### src/rtl/ledkey_pkg.sv
package ledkey_pkg;

  typedef enum logic [1:0] {
    OP_START = 2'd0,
    OP_WRITE = 2'd1,
    OP_READ  = 2'd2,
    OP_STOP  = 2'd3
  } link_op_e;

  typedef enum logic [1:0] {
    ST_IDLE  = 2'd0,
    ST_RUN   = 2'd1,
    ST_ABORT = 2'd2
  } seq_state_e;

  localparam logic [7:0] CMD_WR_AUTO   = 8'h40;
  localparam logic [7:0] CMD_ADDR0     = 8'hC0;
  localparam logic [7:0] CMD_CTRL_BASE = 8'h80;
  localparam logic [7:0] CMD_KEY_RD    = 8'h42;

  // fixed ops around the display bytes
  localparam int unsigned SCRIPT_FIXED = 13;

endpackage

### src/rtl/ledkey_tick_div.sv
module ledkey_tick_div #(
  parameter int unsigned TICK_DIV = 20
) (
  input  logic clk_i,
  input  logic rst_ni,
  input  logic tick_i,
  output logic fire_o
);

  localparam int unsigned CW = (TICK_DIV > 1) ? $clog2(TICK_DIV) : 1;
  localparam logic [CW-1:0] CNT_MAX = CW'(TICK_DIV - 1);

  logic [CW-1:0] cnt_q;

  always_ff @(posedge clk_i or negedge rst_ni) begin
    if (!rst_ni) begin
      cnt_q  <= '0;
      fire_o <= 1'b0;
    end else begin
      fire_o <= 1'b0;
      if (tick_i) begin
        if (cnt_q == CNT_MAX) begin
          cnt_q  <= '0;
          fire_o <= 1'b1;
        end else begin
          cnt_q <= cnt_q + 1'b1;
        end
      end
    end
  end


  fire_needs_tick_chk: assert property (@(posedge clk_i) disable iff (!rst_ni)
    fire_o |-> $past(tick_i));

endmodule

### src/rtl/ledkey_script.sv
module ledkey_script
  import ledkey_pkg::*;
#(
  parameter int unsigned NUM_DIGITS = 4,
  parameter int unsigned IW         = 5
) (
  input  logic [IW-1:0]           idx_i,
  input  logic [NUM_DIGITS*8-1:0] disp_i,
  input  logic [3:0]              bright_i,
  output link_op_e                op_o,
  output logic [7:0]              data_o,
  output logic                    last_o
);

  localparam int unsigned N    = NUM_DIGITS;
  localparam int unsigned LAST = SCRIPT_FIXED + N - 1;

  int pos;

  always_comb begin
    pos    = int'(idx_i);
    op_o   = OP_WRITE;
    data_o = '0;
    if (pos == 0 || pos == 3 || pos == 6 + N || pos == 9 + N) begin
      op_o = OP_START;
    end else if (pos == 2 || pos == 5 + N || pos == 8 + N || pos == 12 + N) begin
      op_o = OP_STOP;
    end else if (pos == 11 + N) begin
      op_o = OP_READ;
    end else begin
      if (pos == 1)      data_o = CMD_WR_AUTO;
      if (pos == 4)      data_o = CMD_ADDR0;
      if (pos == 7 + N)  data_o = CMD_CTRL_BASE | {4'h0, bright_i};
      if (pos == 10 + N) data_o = CMD_KEY_RD;
      for (int k = 0; k < N; k++) begin
        if (pos == 5 + k) data_o = disp_i[k*8 +: 8];
      end
    end
  end

  assign last_o = (idx_i == IW'(LAST));

endmodule

### src/rtl/ledkey_key_capture.sv
module ledkey_key_capture #(
  parameter logic [7:0] NO_KEY_CODE = 8'h30
) (
  input  logic       clk_i,
  input  logic       rst_ni,
  input  logic       cap_i,
  input  logic [7:0] rdata_i,
  output logic [7:0] key_code_o,
  output logic       key_valid_o
);

  always_ff @(posedge clk_i or negedge rst_ni) begin
    if (!rst_ni) begin
      key_code_o  <= '0;
      key_valid_o <= 1'b0;
    end else begin
      key_valid_o <= cap_i;
      if (cap_i) key_code_o <= (rdata_i == 8'h00) ? NO_KEY_CODE : rdata_i;
    end
  end


  key_strobe_single_chk: assert property (@(posedge clk_i) disable iff (!rst_ni)
    key_valid_o |=> !key_valid_o);


  key_hold_chk: assert property (@(posedge clk_i) disable iff (!rst_ni)
    !key_valid_o |-> $stable(key_code_o));

endmodule

### src/rtl/ledkey_refresh_seq.sv
module ledkey_refresh_seq
  import ledkey_pkg::*;
#(
  parameter int unsigned NUM_DIGITS  = 4,
  parameter int unsigned TICK_DIV    = 20,
  parameter logic [7:0]  NO_KEY_CODE = 8'h30
) (
  input  logic                    clk_i,
  input  logic                    rst_ni,
  input  logic                    tick_i,
  input  logic [NUM_DIGITS*8-1:0] disp_data_i,
  input  logic [3:0]              bright_i,
  output logic                    lnk_valid_o,
  output logic [1:0]              lnk_op_o,
  output logic [7:0]              lnk_data_o,
  input  logic                    lnk_done_i,
  input  logic                    lnk_ack_err_i,
  input  logic [7:0]              lnk_rdata_i,
  output logic [7:0]              key_code_o,
  output logic                    key_valid_o,
  output logic                    err_o
);

  localparam int unsigned NOPS = SCRIPT_FIXED + NUM_DIGITS;
  localparam int unsigned IW   = $clog2(NOPS);

  seq_state_e              state_q;
  logic [IW-1:0]           idx_q;
  logic                    pend_q;
  logic [NUM_DIGITS*8-1:0] disp_snap_q;
  logic [3:0]              bright_snap_q;
  logic                    fire;
  logic                    start;
  link_op_e                rom_op;
  logic [7:0]              rom_data;
  logic                    rom_last;
  link_op_e                cur_op;
  logic                    wr_fail;
  logic                    rd_done;

  ledkey_tick_div #(.TICK_DIV(TICK_DIV)) u_div (
    .clk_i  (clk_i),
    .rst_ni (rst_ni),
    .tick_i (tick_i),
    .fire_o (fire)
  );

  ledkey_script #(.NUM_DIGITS(NUM_DIGITS), .IW(IW)) u_script (
    .idx_i    (idx_q),
    .disp_i   (disp_snap_q),
    .bright_i (bright_snap_q),
    .op_o     (rom_op),
    .data_o   (rom_data),
    .last_o   (rom_last)
  );

  assign start   = (state_q == ST_IDLE) && pend_q;
  assign cur_op  = (state_q == ST_ABORT) ? OP_STOP : rom_op;
  assign wr_fail = (state_q == ST_RUN) && lnk_done_i && (rom_op == OP_WRITE) && lnk_ack_err_i;
  assign rd_done = (state_q == ST_RUN) && lnk_done_i && (rom_op == OP_READ);

  always_ff @(posedge clk_i or negedge rst_ni) begin
    if (!rst_ni) begin
      state_q       <= ST_IDLE;
      idx_q         <= '0;
      pend_q        <= 1'b0;
      disp_snap_q   <= '0;
      bright_snap_q <= '0;
      err_o         <= 1'b0;
    end else begin
      // completions while busy collapse into one request
      pend_q <= (pend_q && !start) || fire;
      if (wr_fail) err_o <= 1'b1;
      case (state_q)
        ST_IDLE: begin
          if (start) begin
            state_q       <= ST_RUN;
            idx_q         <= '0;
            disp_snap_q   <= disp_data_i;
            bright_snap_q <= bright_i;
          end
        end
        ST_RUN: begin
          if (lnk_done_i) begin
            if (wr_fail) begin
              state_q <= ST_ABORT;
            end else if (rom_last) begin
              state_q <= ST_IDLE;
              idx_q   <= '0;
            end else begin
              idx_q <= idx_q + 1'b1;
            end
          end
        end
        ST_ABORT: begin
          if (lnk_done_i) begin
            state_q <= ST_IDLE;
            idx_q   <= '0;
          end
        end
        default: state_q <= ST_IDLE;
      endcase
    end
  end

  assign lnk_valid_o = (state_q != ST_IDLE);
  assign lnk_op_o    = cur_op;
  assign lnk_data_o  = (state_q == ST_ABORT) ? 8'h00 : rom_data;

  ledkey_key_capture #(.NO_KEY_CODE(NO_KEY_CODE)) u_key (
    .clk_i       (clk_i),
    .rst_ni      (rst_ni),
    .cap_i       (rd_done),
    .rdata_i     (lnk_rdata_i),
    .key_code_o  (key_code_o),
    .key_valid_o (key_valid_o)
  );


  op_hold_chk: assert property (@(posedge clk_i) disable iff (!rst_ni)
    (lnk_valid_o && !lnk_done_i) |=> (lnk_valid_o && $stable(lnk_op_o) && $stable(lnk_data_o)));


  abort_stop_chk: assert property (@(posedge clk_i) disable iff (!rst_ni)
    (lnk_valid_o && lnk_done_i && lnk_ack_err_i && lnk_op_o == 2'd1) |=> (lnk_valid_o && lnk_op_o == 2'd3));


  err_sticky_chk: assert property (@(posedge clk_i) disable iff (!rst_ni)
    err_o |=> err_o);


  stop_ends_cycle_chk: assert property (@(posedge clk_i) disable iff (!rst_ni)
    (lnk_valid_o && lnk_done_i && lnk_op_o == 2'd3 && (state_q == ST_ABORT || rom_last)) |=> !lnk_valid_o);


  nonwrite_zero_chk: assert property (@(posedge clk_i) disable iff (!rst_ni)
    (lnk_valid_o && lnk_op_o != 2'd1) |-> (lnk_data_o == 8'h00));

endmodule

### config.mk
export PLATFORM = sky130hd
export DESIGN_NAME = ledkey_refresh_seq
export DESIGN_NICKNAME = d
export VERILOG_FILES = /design/src/rtl/ledkey_pkg.sv /design/src/rtl/ledkey_tick_div.sv /design/src/rtl/ledkey_script.sv /design/src/rtl/ledkey_key_capture.sv /design/src/rtl/ledkey_refresh_seq.sv
export SDC_FILE = /design/constraint.sdc
export NUM_CORES = 1
export LEC_CHECK = 0
export ABC_AREA = 1
export ABC_CLOCK_PERIOD_IN_PS = 2200
export BUFFER_PORTS_ARGS = -buffer_cell sky130_fd_sc_hd__buf_2
export CORE_MARGIN = 2
export CORE_UTILIZATION = 45
export CTS_BUF_LIST = sky130_fd_sc_hd__clkbuf_4 sky130_fd_sc_hd__clkbuf_8
export CTS_CLUSTER_DIAMETER = 50
export DETAILED_ROUTE_END_ITERATION = 10
export PLACE_DENSITY = 0.68
export SYNTH_ARGS = -nofsm -noshare
export SYNTH_HDL_FRONTEND = slang
export SYNTH_SLANG_ARGS = --single-unit
### constraint.sdc
create_clock -name clk_i -period 2.2 [get_ports clk_i]
set_input_delay 0.66 -clock clk_i [delete_from_list [all_inputs] [get_ports clk_i]]
set_output_delay 0.66 -clock clk_i [all_outputs]
set_load 0.1 [all_outputs]
[Word-level counts from Yosys, hierarchy flattened]
Index checks and enable logic that the tools add are counted.
Cells by class
  add/subtract/negate cells: 2
  multiply operators: 0
  div/mod/pow operators: 0
  order comparisons: 0
  equal/unequal tests: 26
  shift operators: 0
  multiplexer cells: 32
  bitwise operators: 0
  reductions and logical operators: 22
Operators with widths (number)
  8-bit two-way mux: 12
  5-bit by 4-bit == test with 1-bit output (second input constant): 11
  5-bit two-way mux: 6
  2-bit two-way mux: 9
  5-bit == test (second input constant): 3
  5-bit one-hot mux with 3 select lines: 1
  5-bit by 1-bit adder with 5-bit output (second input constant): 2
  5-bit by 3-bit == test with 1-bit output (second input constant): 2
  8-bit logical NOT: 1
  2-bit != test (second input constant): 4
  1-bit logical OR: 7
  7-bit two-way mux: 1
  1-bit logical AND: 6
  2-bit one-hot mux with 3 select lines: 1
  5-bit by 2-bit == test with 1-bit output (second input constant): 1
  5-bit logical NOT: 1
  5-bit AND reduction: 1
  2-bit by 1-bit == test with 1-bit output (second input constant): 2
  2-bit == test (second input constant): 2
  4-bit AND reduction: 1
  3-bit != test (second input constant): 1
  3-bit nonzero test: 1
  2-bit logical NOT: 1
  1-bit two-way mux: 2
  other kinds (3): 3
Storage, ports and cells
  bits in registers: 60
  latch bits: 0
  memory bits (writable): 0
  ROM bits: 0
  input bits: 49
  output and inout port bits: 21
  logic and storage cells: 92
  memories: 0

[Longest topological paths before layout]
  word-level depth: 13
  gate-level depth with buffers: 14
  gate-level depth less buffers: 14

[Hierarchy]
From an unflattened synthesis, not the netlist that was laid out.
Unflattened totals
  cells, all modules: 327
  area total of the unflattened synthesis: 3144.3 um^2
Modules (own cells, without submodules)
  ledkey_refresh_seq: instances 1, cells an instance 166, area an instance 1996.9 um^2, seq. area each 1126.1 um^2
  ledkey_script: instances 1, cells an instance 101, area an instance 478.0 um^2, seq. area each 0.0 um^2
  ledkey_key_capture: instances 1, cells an instance 33, area an instance 392.9 um^2, seq. area each 225.2 um^2
  ledkey_tick_div: instances 1, cells an instance 27, area an instance 276.5 um^2, seq. area each 150.1 um^2

[Worst setup path after synthesis]
No wires, ideal clock.
  path type: flip-flop to output port
  from: register idx_q[0]
  to: output lnk_data_o[5]
  arrival time: 3.286 ns
  required time: 1.540 ns
  setup slack: -1.746 ns
  stages on the path, launching flop included: 9
  path buffers: 1
  cells stage by stage: dfrtp_1 inv_1 ha_1 inv_1 nor2_1 nand2_1 buf_2 o21ai_0 nor3_1
Between the ends
  word-level cells in the longest chain between the ends: 12
  elaborated cells on any way between the ends: 33
  those cells by class: eq/ne (15); mux (11); reduce/logical (7)
Ends and longest elaborated chain
  from (decl): RTL line ledkey_refresh_seq.sv:28  | logic [IW-1:0] idx_q;
  from (signal assigned): RTL line ledkey_refresh_seq.sv:91  | idx_q <= idx_q + 1'b1;
  5-bit by 4-bit == test with 1-bit output: RTL line ledkey_script.sv:32  | if (pos == 4) data_o = CMD_ADDR0;
  8-bit two-way mux: RTL line ledkey_script.sv:32
  8-bit two-way mux: RTL line ledkey_script.sv:33  | if (pos == 7 + N) data_o = CMD_CTRL_BASE | {4'h0, bright_i};
  8-bit two-way mux: RTL line ledkey_script.sv:34  | if (pos == 10 + N) data_o = CMD_KEY_RD;
  8-bit two-way mux (4 in series): RTL line ledkey_script.sv:36  | if (pos == 5 + k) data_o = disp_i[k*8 +: 8];
  8-bit two-way mux: RTL line ledkey_script.sv:28  | end else if (pos == 11 + N) begin
  8-bit two-way mux: RTL line ledkey_script.sv:26  | end else if (pos == 2 || pos == 5 + N || pos == 8 + N || pos == 12 + N) begin
  8-bit two-way mux *: RTL line ledkey_script.sv:24  | if (pos == 0 || pos == 3 || pos == 6 + N || pos == 9 + N) begin
  8-bit two-way mux *: RTL line ledkey_refresh_seq.sv:108  | assign lnk_data_o = (state_q == ST_ABORT) ? 8'h00 : rom_data;
  to (decl): RTL line ledkey_refresh_seq.sv:15  | output logic [7:0] lnk_data_o,
Every way passes the cells marked *; elsewhere a longest branch is shown, timed or not.

[Worst setup path after layout]
  from: register idx_q[0]
  to: output lnk_data_o[1]
The elaborated chain is that of the path after synthesis.

==> metrics.txt <==
Starting Density 46.35%; Seq/Total Area, Yosys between 40% and 50%; Pwr per Cell Area approximately 1400 nW/um^2; DP Area 4014 um^2; RSZ-0062 raised after global routing true; async set-reset flop share out of synthesis 100.0%; CTS Sinks 60; Layout Cells excl Fill approximately 540; Syn-to-layout area delta 41.71%; initial antenna violation count 0; Max Transition Viols Final 0; FF-to-FF setup slack around 320 ps; post-route cell area about 4400 um^2; Worst Setup SP idx_q[0]; port bufs 69; critical setup path kind reg2out; Yosys reg bits 60; die area approximately 7600 um^2; Final #Nets 506; max_slew headroom 68.12%; number of enable flip-flop cells after synthesis 0; Yosys cell types 31; final hold slack 307.7 ps; status finished, violations left; Peak VDD IR between 1 and 1.5 mV; failing checks setup timing; first-pass GRT wire length about 12000 um; Util after Layout between 60% and 70%; maxcap violations 0; clk slew on worst S/H paths around 70 ps; Synth Flop Type dfrtp_1; Hold Vio Cnt, Final 0; pre-CTS setup slack -338.1 ps; DRC viols 0; Hold Path Class in2async; slew of the pin with the lowest slew margin approximately 480 ps; clock skew around 8.0 ps; latest clock arrival within the worst-skew pair roughly 340 ps; cell taking the most area after synthesis dfrtp_1; startpoint types flop; Total Power between 6 and 7 mW; layout cell share with drive strength beyond 1 between 50% and 60%; CP endpoint kind output port; initial DRC count between 50 and 60; share of the synthesized area in the top cell type between 40% and 50%; reg2reg end idx_q[4]; Syn Area/Cell 9.025 um^2; FF-to-FF Start idx_q[2]; CTS tree built; n_diodes 0; routed via count between 2000 and 3000; worst endpoint data arrival time 2160 ps; warning count from the yosys run 0; final WL 7007 um; largest net degree at the start of global routing slightly above 60; hold_buf cts 0; Mapped Cells approximately 350; Avg WL per Cell between 10 and 15 um; P_leak around 2.2 nW; placed insts 519; Post-Syn Area about 3100 um^2; TritonRoute pass-1 iters 4; H-tree levels 3; CP required about 1500 ps; Clk Tree Root Cell clkbuf_8; global route total overflow 0; TNS Setup -5526 ps; Tmin final 2822 ps; post-route ant nets 0; fmax around 350 MHz; Finish-stage setup viols 10; Die X 87.43 um; Via-to-Cell Ratio about 5.0; Tot GR Track Use 20.20%; detailed placement HPWL 5024 um; Placer Congestion 0.8371; vias in the first global route 2636; worst setup margin -622.0 ps; syn nets around 400; R2R cell count 13; io pins 70; CTS Buf Count 9; final cycle utilization of the critical path 128.3%; row count 30; core area between 6000 and 7000 um^2; Die Height 87.43 um; CTS Buffer Depth 2; top cells by area, synth dfrtp_1 (48%), mux2_2 (13%), nand2_1 (9.1%); Max Fanout on Critical Path 5
## layout by cell type (no fill, tap or decap), drive strengths merged, types with 2 or more instances in the layout
cell type / Yosys / layout
clkinvlp: 0 / 2
dfrtp: 60 / 60
inv: 37 / 36
a21oi: 7 / 7
nor2: 32 / 32
ha: 6 / 6
o21ai: 29 / 29
xor2: 3 / 3
nand2: 85 / 85
o211ai: 3 / 3
nand4: 2 / 2
clkbuf: 1 / 13
nor3: 5 / 5
mux2: 35 / 35
buf: 8 / 102
nand3: 25 / 25
clkinv: 1 / 2
or2: 3 / 3
o41ai: 2 / 2
## routing by layer
layer	track usage (%)	up-vias	routed length, um
met3	6.540	17	320
met1	25.80	1258	3180
li1	-	1341	-
met2	31.47	50	3370
met5	0	-	0
met4	8.531	0	135
## flip-flops by register name (all words and copies together) (netlist names)
| register | cells |
|---|---|
| u_div.cnt_q | 5 |
| u_div.fire_o | 1 |
| state_q | 2 |
| err_o | 1 |
| u_key.key_code_o | 8 |
| pend_q | 1 |
| u_key.key_valid_o | 1 |
| disp_snap_q | 32 |
| idx_q | 5 |
| bright_snap_q | 4 |
## critical path: stages, from the launching register on
cell and delay (ps):
dfrtp_2 470, buf_12 150, ha_4 160, inv_2 60, nor2_4 40, nand2_4 110, buf_4 120, o21ai_1 50
o21ai_1 150, nand2_1 80, nand2_1 70, nand2_2 60, nor2_4 120, buf_12 180
## power by group
group | switching [mW] | internal, mW
Combinational | 1.80 | 1.30
Clock | 0.430 | 0.645
Sequential | 0.322 | 1.53
Total | 2.55 | 3.47
## what timing repair did
item	in CTS	in global routing
setup endpoints to repair	10	10
pin swaps	19	12
resized for setup	44	14
buffers inserted	4	2
## cell usage after synthesis, types with 6 or more instances
cell      n
nand3_1  24
nor2_1   27
nand2_2   7
a21oi_1   6
dfrtp_1  60
mux2_2   35
o21ai_0  20
nand2_1  76
o21ai_1   9
ha_1      6
inv_2     7
inv_1    30
## final cells by class
cell class                      instances  area (um^2)
Inverter                               38        155.1
Clock buffer                           13        178.9
Clock inverter                          3        42.54
Tap cell                               80        100.1
Timing Repair Buffer                  102        779.5
Fill cell                             537         2318
Multi-Input combinational cell        240         1675
Sequential cell                        60         1506
## how the worst max path moves through the flow
| stage | endpoint | depth (start not counted) |
|---|---|---|
| after floorplan | lnk_data_o[4] | 7 |
| after global placement | lnk_data_o[7] | 11 |
| after detailed placement | lnk_data_o[0] | 11 |
| after CTS | lnk_data_o[6] | 13 |
| after global routing | lnk_data_o[4] | 9 |
| final | lnk_data_o[1] | 13 |
## kinds of logic (layout without fill, tap and decap cells)
logic type | Yosys count | after routing | share of synthesized area [%]
XOR/XNOR | 4 | 4 | 1.119
multiplexers | 35 | 35 | 12.58
AO/OA/AOI/OAI | 43 | 43 | 7.631
buffers and inverters | 47 | 156 | 6.432
flip-flops | 60 | 60 | 47.94
adder cells (fa/ha/maj) | 6 | 6 | 2.397
AND/OR/NAND/NOR | 152 | 152 | 21.89
Note: power is estimated with default switching activity, not from simulation.
